==> src/rtl/recov_pkg.sv <==
package recov_pkg;
  // fixed field positions in the pin view word
  localparam int SDA_OVR_BIT = 8;
  localparam int SCL_OVR_BIT = 9;
  localparam int SDA_LVL_BIT = 10;
  localparam int SCL_LVL_BIT = 11;
  localparam int VIEW_W      = 12;

  typedef struct packed {
    logic load;    // take new override values this edge
    logic sclOvr;
    logic sdaOvr;
  } recovCmd_t;
endpackage

==> src/rtl/recov_ctrl.sv <==
module recov_ctrl
  import recov_pkg::*;
#(
  parameter int PHASE_CYCLES = 500,
  parameter int PULSE_COUNT  = 9
) (
  input  logic      clk,
  input  logic      rstN,
  input  logic      startPulse,
  output logic      busy,
  output recovCmd_t cmd
);
  localparam int PULSE_PHASES = 2 * PULSE_COUNT;
  localparam int TOTAL_PHASES = PULSE_PHASES + 3;
  localparam int IDX_W = $clog2(TOTAL_PHASES);
  localparam int CNT_W = (PHASE_CYCLES > 1) ? $clog2(PHASE_CYCLES) : 1;
  localparam logic [IDX_W-1:0] LAST_IDX = IDX_W'(TOTAL_PHASES - 1);
  localparam logic [CNT_W-1:0] LAST_CNT = CNT_W'(PHASE_CYCLES - 1);

  logic             busyQ;
  logic [IDX_W-1:0] idxQ;
  logic [CNT_W-1:0] cntQ;
  logic             accept, endPhase, lastPhase;

  // {scl, sda} override pair for a given phase index
  function automatic logic [1:0] phaseDrive(input logic [IDX_W-1:0] idx);
    if (idx < IDX_W'(PULSE_PHASES))          return {idx[0], 1'b0};
    else if (idx == IDX_W'(PULSE_PHASES))    return 2'b11;
    else if (idx == IDX_W'(PULSE_PHASES + 1)) return 2'b01;
    else                                      return 2'b00;
  endfunction

  assign accept    = !busyQ && startPulse;
  assign endPhase  = busyQ && (cntQ == LAST_CNT);
  assign lastPhase = (idxQ == LAST_IDX);
  assign busy      = busyQ;

  always_comb begin
    cmd = '0;
    if (accept) begin
      cmd.load = 1'b1;
      {cmd.sclOvr, cmd.sdaOvr} = phaseDrive('0);
    end else if (endPhase) begin
      cmd.load = 1'b1;
      if (!lastPhase) {cmd.sclOvr, cmd.sdaOvr} = phaseDrive(idxQ + 1'b1);
    end
  end

  always_ff @(posedge clk or negedge rstN) begin
    if (!rstN) begin
      busyQ <= 1'b0;
      idxQ  <= '0;
      cntQ  <= '0;
    end else if (accept) begin
      busyQ <= 1'b1;
      idxQ  <= '0;
      cntQ  <= '0;
    end else if (busyQ) begin
      if (cntQ == LAST_CNT) begin
        cntQ <= '0;
        if (lastPhase) begin
          busyQ <= 1'b0;
          idxQ  <= '0;
        end else begin
          idxQ <= idxQ + 1'b1;
        end
      end else begin
        cntQ <= cntQ + 1'b1;
      end
    end
  end
endmodule

==> src/rtl/recov_dpath.sv <==
module recov_dpath
  import recov_pkg::*;
#(
  parameter int SYNC_STAGES = 2
) (
  input  logic              clk,
  input  logic              rstN,
  input  recovCmd_t         cmd,
  input  logic              sclIn,
  input  logic              sdaIn,
  output logic              sclDriveLow,
  output logic              sdaDriveLow,
  output logic [VIEW_W-1:0] pinView
);
  logic       sclOvrQ, sdaOvrQ;
  logic [1:0] rawLine;
  logic [1:0] syncOut;

  always_ff @(posedge clk or negedge rstN) begin
    if (!rstN) begin
      sclOvrQ <= 1'b0;
      sdaOvrQ <= 1'b0;
    end else if (cmd.load) begin
      sclOvrQ <= cmd.sclOvr;
      sdaOvrQ <= cmd.sdaOvr;
    end
  end

  assign rawLine = {sclIn, sdaIn};

  for (genvar g = 0; g < 2; g++) begin : gSync
    logic [SYNC_STAGES-1:0] chain;
    always_ff @(posedge clk or negedge rstN) begin
      if (!rstN) chain <= '1;
      else       chain <= {chain[SYNC_STAGES-2:0], rawLine[g]};
    end
    assign syncOut[g] = chain[SYNC_STAGES-1];
  end

  assign sclDriveLow = sclOvrQ;
  assign sdaDriveLow = sdaOvrQ;

  always_comb begin
    pinView              = '0;
    pinView[SDA_OVR_BIT] = sdaOvrQ;
    pinView[SCL_OVR_BIT] = sclOvrQ;
    pinView[SDA_LVL_BIT] = syncOut[0];
    pinView[SCL_LVL_BIT] = syncOut[1];
  end
endmodule

==> src/rtl/twoWireRecovery.sv <==
module twoWireRecovery
  import recov_pkg::*;
#(
  parameter int PHASE_CYCLES = 500,
  parameter int PULSE_COUNT  = 9
) (
  input  logic        clk,
  input  logic        rstN,
  input  logic        startPulse,
  input  logic        sclIn,
  input  logic        sdaIn,
  output logic        busy,
  output logic        sclDriveLow,
  output logic        sdaDriveLow,
  output logic [11:0] pinView
);
  recovCmd_t cmd;

  recov_ctrl #(.PHASE_CYCLES(PHASE_CYCLES), .PULSE_COUNT(PULSE_COUNT)) ctrl_i (
    .clk(clk), .rstN(rstN), .startPulse(startPulse), .busy(busy), .cmd(cmd)
  );

  recov_dpath #(.SYNC_STAGES(2)) dpath_i (
    .clk(clk), .rstN(rstN), .cmd(cmd), .sclIn(sclIn), .sdaIn(sdaIn),
    .sclDriveLow(sclDriveLow), .sdaDriveLow(sdaDriveLow), .pinView(pinView)
  );
endmodule

==> config.mk <==
export PLATFORM = sky130hd
export DESIGN_NAME = twoWireRecovery
export DESIGN_NICKNAME = d
export VERILOG_FILES = /design/src/rtl/recov_pkg.sv /design/src/rtl/recov_ctrl.sv /design/src/rtl/recov_dpath.sv /design/src/rtl/twoWireRecovery.sv
export SDC_FILE = /design/constraint.sdc
export NUM_CORES = 1
export LEC_CHECK = 0
export BUFFER_PORTS_ARGS = -buffer_cell sky130_fd_sc_hd__buf_2
export CAP_MARGIN = 0
export CELL_PAD_IN_SITES_DETAIL_PLACEMENT = 1
export CELL_PAD_IN_SITES_GLOBAL_PLACEMENT = 1
export CORE_UTILIZATION = 46
export CTS_CLUSTER_SIZE = 14
export DETAILED_ROUTE_END_ITERATION = 16
export PLACE_DENSITY_LB_ADDON = 0.1
export SLEW_MARGIN = 20
export SYNTH_ARGS = -nofsm -noshare
export SYNTH_HDL_FRONTEND = slang
export SYNTH_SLANG_ARGS = --single-unit
==> constraint.sdc <==
create_clock -name clk -period 4.9 [get_ports clk]
set_clock_uncertainty 0.2 [all_clocks]
set_input_delay 0.49 -clock clk [delete_from_list [all_inputs] [get_ports clk]]
set_output_delay 0.49 -clock clk [all_outputs]
set_load 0.005 [all_outputs]
==> reports/qor.yml, run 1 <==
outcome: "completed"
drive_gt1_share_pct: 19.29
worst-path-buf-inv: 2
finalCriticalPeriod_ns: 2.144
dp_cells: 165
grt_pass1_vias: 883
area_growth_pct: 3.137
path_class: "register to register"
worst_setup_path_start_kind: "register"
critPathRequiredTime_ns: 4.93
coreArea_sq_um: 2545
holdWs_ns: 0.06773
powerDensity_nw_per_um2: 427.5
async_flop_share_pct: 100.0
drtAntennaViolNets: 0
endpoint_kind: "register"
start_util_pct: 50.15
ios: 20
grt_pass1_wl_um: 4077
fp-row-count: 18
drcViolationCount: 0
final_cells: 170
synth_top_area_share_pct: 33.33
worstMarginPinSlew_ns: 0.6176
htreeDepth: 1
postSynthAreaPerCell_sq_um: 9.596
place.port_buffers: 11
ir_worst_vdd_v: 0.0002126
critPathMaxFanout: 11
cts_resized: 0
root_buffer: "clkbuf_4"
synth_edf_count: 0
synth_top_area_cell: "dfrtp_1"
dieArea_sq_um: 2989
insertion_delay_ns: 0.30
p_leak_nw: 0.5813
die_w_um: 54.67
dpl.hpwl_um: 1893
num_vias: 916
routed_wl_um: 2540
cpPeakStageDelay_ns: 0.53
cts_setup_buffers: 0
first_iter_violations: 11
gp_congestion: 0.7965
viasPerCell: 5.388
arrival_ns: 2.17
critPathSlowestCell: "dfrtp_1"
ys_types: 42
fillers: 296
ys_warn_count: 0
cap_violations: 0
cts_tree: "yes"
hp-class: "input port to register"
max_freq_ghz: 0.4665
tns_ns: 0
yosys-top-cells-area: "dfrtp_1 33%, dfstp_2 8.2%, buf_4 7.1%"
first_pass_iters: 2
cts_made_buffers: 3
cts_max_path_buffers: 2
die_h_um: 54.67
antenna-diode-count: 0
rsz0062_at_grt: "false"
multiInputGateArea_sq_um: 621.8
path_clk_slew_ns: 0.11
synth-seq-cells: 21
grtUsageTotal_pct: 19.48
grt_max_degree: 22
path_delay_family: "simple AND/OR/NAND/NOR gates"
grt_overflow: 0
antenna_found_initial: 0
finalCritPeriodShare_pct: 43.75
synthCells: 133
routedWlPerCell_um: 14.94
syn_area_sq_um: 1276
setup_viol: 0
hold_buffers: 1
nNetsFinal: 151
synthFlopType: "dfrtp_1"
hold_viol_final: 0
cts.sink_count: 21
regArea_sq_um: 530.5
final_max_slew_viol_count: 0
crit_path_cell_trace: "inv_1, ha_1, and4b_4, nor4_4, inv_2, o31ai_2"
synth_seq_area_share_pct: 41.57
slew_headroom_pct: 58.68
## routing by layer
metal  vias to the layer above  track usage, %  share of wire [%]
li1                        463               -                  -
met1                       433           26.84                 49
met2                        15           30.52                 47
met3                         5           3.333                2.8
met4                         0           6.410                1.1
met5                         -               0                  0
## Yosys cell counts (all sizes together), types with 2 or more instances
| cell type | number |
|---|---|
| dfrtp | 17 |
| o21ai | 12 |
| nand3 | 7 |
| ha | 5 |
| nor4 | 3 |
| nand4 | 2 |
| nor3 | 4 |
| o21a | 2 |
| buf | 16 |
| xnor2 | 2 |
| a21oi | 7 |
| inv | 9 |
| nor2 | 4 |
| dfstp | 4 |
| nand2 | 14 |
| a211o | 2 |
| o211ai | 2 |
| o31ai | 3 |
| nand2b | 2 |
## layout make-up
class	instances	share of cell area, %
clock buffer	3	1.711
clock inverter	1	0.3802
inverter	9	2.567
multi-input combinational	94	47.24
sequential	21	40.30
tap	30	2.852
timing repair buffer	12	4.943
## worst reg2reg max path, cell delays in order (launching register included)
cell     delay, ns
dfrtp_1       0.53
inv_1         0.12
ha_1          0.21
and4b_4       0.21
nor4_4        0.48
inv_2         0.08
o31ai_2       0.23
## flip-flops by register name (all words and copies together), names as in the netlist
name / flops
ctrl_i.cntQ: 9
dpath_i.sdaDriveLow: 1
ctrl_i.busy: 1
dpath_i.gSync.chain: 4
ctrl_i.idxQ: 5
dpath_i.sclDriveLow: 1
## kinds of logic after synthesis
group / after synthesis / synth area share (%)
fa+ha+maj: 5 / 4.902
other cells: 1 / 0.2938
compound gates: 36 / 19.61
flops: 21 / 41.57
buf+inv: 25 / 11.76
xor+xnor: 3 / 2.059
simple gates: 42 / 19.80
## cells in the final DEF (no fill, tap or decap), drive strengths merged, types with 2 or more instances in the layout
cell type	count
nor4	3
o21ai	12
o21a	2
xnor2	2
a21oi	7
buf	11
o31ai	3
o211ai	2
ha	5
nor2	4
nand3	7
nand4	2
a211o	2
inv	9
clkbuf	3
nor3	4
conb	8
dfstp	4
dfrtp	17
nand2b	2
nand2	14
## where the power goes
part	switching [mW]	internal, mW
logic	0.0854	0.0802
registers	0.0900	0.224
clock network	0.0523	0.0305
total	0.228	0.335
## worst paths after layout
kind | startpoint | to | slack [ns] | depth (start not counted)
worst max-delay path | ctrl_i.idxQ[0] | dpath_i.sclDriveLow | 2.76 | 6
worst min-delay path | sdaIn | dpath_i.gSync[0].chain[0] | 0.07 | 1
worst max register to register | ctrl_i.idxQ[0] | dpath_i.sclDriveLow | 2.76 | 6
worst min register to register | dpath_i.gSync[1].chain[0] | dpath_i.gSync[1].chain[1] | 0.16 | 0
max in group asynchronous | rstN | dpath_i.gSync[0].chain[0] | 3.70 | 2
min in group asynchronous | rstN | ctrl_i.cntQ[7] | 0.46 | 2
## stage by stage
| step | area, sq um | setup WS (ns) | power (mW) | util [%] |
|---|---|---|---|---|
| 2_1_floorplan | 1303 | 2.951 | 0.4436 | - |
| 3_3_place_gp | 1279 | 2.855 | 0.4691 | 50.25 |
| 3_5_place_dp | 1279 | 2.776 | 0.4828 | 50.25 |
| 4_1_cts | 1316 | 2.746 | 0.5692 | 51.72 |
| 5_1_grt | 1316 | 2.564 | 0.6100 | 51.72 |
| 6_report | 1316 | 2.756 | 0.5626 | 51.72 |
Note: power is estimated with default switching activity, not from simulation.
==> inputs of run 2 (changes only) <==
--- a/config.mk
+++ b/config.mk
@@ -9,7 +9,7 @@
 export CAP_MARGIN = 0
 export CELL_PAD_IN_SITES_DETAIL_PLACEMENT = 1
 export CELL_PAD_IN_SITES_GLOBAL_PLACEMENT = 1
-export CORE_UTILIZATION = 46
+export CORE_UTILIZATION = 38
 export CTS_CLUSTER_SIZE = 14
 export DETAILED_ROUTE_END_ITERATION = 16
 export PLACE_DENSITY_LB_ADDON = 0.1
==> constraint.sdc (replaced) <==
create_clock -name clk -period 1.73 [get_ports clk]
set_clock_uncertainty 0.2 [all_clocks]
set_input_delay 0.173 -clock clk [delete_from_list [all_inputs] [get_ports clk]]
set_output_delay 0.173 -clock clk [all_outputs]
set_load 0.005 [all_outputs]
==> run 2 against run 1 <==
  * Routed wire length is 21% higher
  * Cell count up 25%
  * Sequential power grew to 2.7 times the previous value
  * Sequential cell count unchanged
  * Total power rose to 3.4 times the previous value
  * The run now ends with setup timing left
  * Hold slack worse by 0.042 ns
  * Clock-buffer cell count rose by 1
  * Non-clock buffer count grew 28
  * Sequential share of layout area is 7.8 points lower
  * Critical endpoint unchanged
  * Highest routed layer unchanged
  * Via count increased by 16%
  * Core utilization up 0.88 points
  * Fmax grew 17%
==> reports/qor.yml, run 2 (synthesized netlist as in run 1, its figures left out) <==
outcome: "finished, violations left"
violations: "setup timing"
start_util_pct: 40.80
grtUsageTotal_pct: 20.11
critPathMaxFanout: 5
top_register: "ctrl_i.cntQ"
root_buffer: "clkbuf_4"
viasPerCell: 5.024
grt_pass1_vias: 1091
finalCriticalPeriod_ns: 1.831
die_w_um: 59.95
ir_worst_vdd_v: 0.0005835
ios: 20
arrival_ns: 1.86
coreArea_sq_um: 3128
hold_viol_final: 0
final_max_slew_viol_count: 0
insertion_delay_ns: 0.31
die_h_um: 59.95
grt_pass1_wl_um: 5099
num_vias: 1065
layout_common_cells: "24 x buf_4, 14 x dfrtp_1, 13 x nand2_1"
rr_startpoint: "ctrl_i.idxQ[1]"
area_growth_pct: 28.92
antenna-diode-count: 0
nNetsFinal: 179
first_pass_iters: 2
p_leak_nw: 0.7254
cts_made_buffers: 3
routedWlPerCell_um: 14.53
antenna_found_initial: 0
holdWs_ns: 0.02553
cts.sink_count: 21
htreeDepth: 1
routed_wl_um: 3080
drtAntennaViolNets: 0
endpoint_kind: "register"
first_iter_violations: 39
path_clk_slew_ns: 0.11
regToRegSetupSlack_ns: -0.10
grt_overflow: 0
cts_max_path_buffers: 2
drcViolationCount: 0
critPathRequiredTime_ns: 1.76
powerDensity_nw_per_um2: 1156
dpl.hpwl_um: 2261
tns_ns: -0.1006
largest_reg_flops: 9
r2r_end: "dpath_i.sclDriveLow"
rsz0062_at_grt: "true"
cts_tree: "yes"
max_freq_ghz: 0.5463
cap_violations: 0
reg2reg_depth: 6
gp_congestion: 0.8321
setup_viol: 1
final_common_cell: "buf_4"
hp-class: "input port to register"
path_class: "register to register"
grt_max_degree: 22
endpoint: "dpath_i.sclDriveLow"
top_regs: "ctrl_i.cntQ x9, ctrl_i.idxQ x5, dpath_i.gSync.chain x4"
crit_start: "ctrl_i.idxQ[1]"
worst_slack_ns: -0.1006
dieArea_sq_um: 3594
finalCritPeriodShare_pct: 105.8
place.port_buffers: 11
worst_setup_path_start_kind: "register"
drive_gt1_share_pct: 39.88
fp-row-count: 20
run 2: layout make-up:
type / instances / area [sq um]
inverter: 9 / 36.28
multi-input combinational: 94 / 705.7
sequential: 21 / 534.3
timing repair buffer: 40 / 287.8
clock buffer: 4 / 26.28
tap: 44 / 55.05
fill: 375 / 1483
run 2: report_power, final:
| group | leakage [nW] | total, mW | switching (mW) | internal (mW) |
|---|---|---|---|---|
| clock | 0.0150 | 0.237 | 0.147 | 0.0901 |
| sequential | 0.238 | 0.844 | 0.203 | 0.641 |
| combinational | 0.473 | 0.821 | 0.392 | 0.430 |
| total | 0.725 | 1.90 | 0.741 | 1.16 |
run 2: metal layers:
layer  vias to the layer above  part of all wire (%)  GRT usage [%]
met5                         -                     0              0
met4                         0                   1.7          8.970
met3                         4                   2.1          5.195
met2                        15                    51          34.44
li1                        524                     -              -
met1                       522                    45          23.45
run 2: worst max-delay path: stages, from the launching register on:
cell and delay (ns):
dfrtp_2 0.43, inv_2 0.07, ha_4 0.29, o31ai_2 0.06
a211o_1 0.28, o21a_1 0.19, o31ai_2 0.22
run 2: worst min-delay path by stage:
stage | end | from | depth (start not counted) | slack, ns
2_1_floorplan | ctrl_i.busy | rstN | 0 | -0.32
3_3_place_gp | ctrl_i.cntQ[8] | rstN | 1 | -0.04
3_5_place_dp | ctrl_i.cntQ[7] | rstN | 1 | -0.04
4_1_cts | ctrl_i.cntQ[5] | startPulse | 3 | 0.04
5_1_grt | ctrl_i.cntQ[5] | startPulse | 3 | 0.01
6_report | ctrl_i.cntQ[5] | startPulse | 3 | 0.03
run 2: what timing repair did:
| item | CTS | global route |
|---|---|---|
| resized for setup | 10 | 12 |
| setup endpoints to repair | 6 | 16 |
| buffers inserted | 2 | 3 |
| hold endpoints to repair | 23 | 0 |
| hold buffers | 3 | 0 |
| pin swaps | 5 | 12 |
run 2: stage by stage:
step           power, mW  setup WS (ns)  cell area, sq um  instances  util (%)
2_1_floorplan      1.306       -0.05759              1340        140         -
3_3_place_gp       1.536       -0.08558              1485        200     47.48
3_5_place_dp       1.579        -0.1473              1485        200     47.48
4_1_cts            1.880       -0.07684              1599        209     51.12
5_1_grt            2.057        -0.1712              1645        212     52.60
6_report           1.902        -0.1006              1645        212     52.60
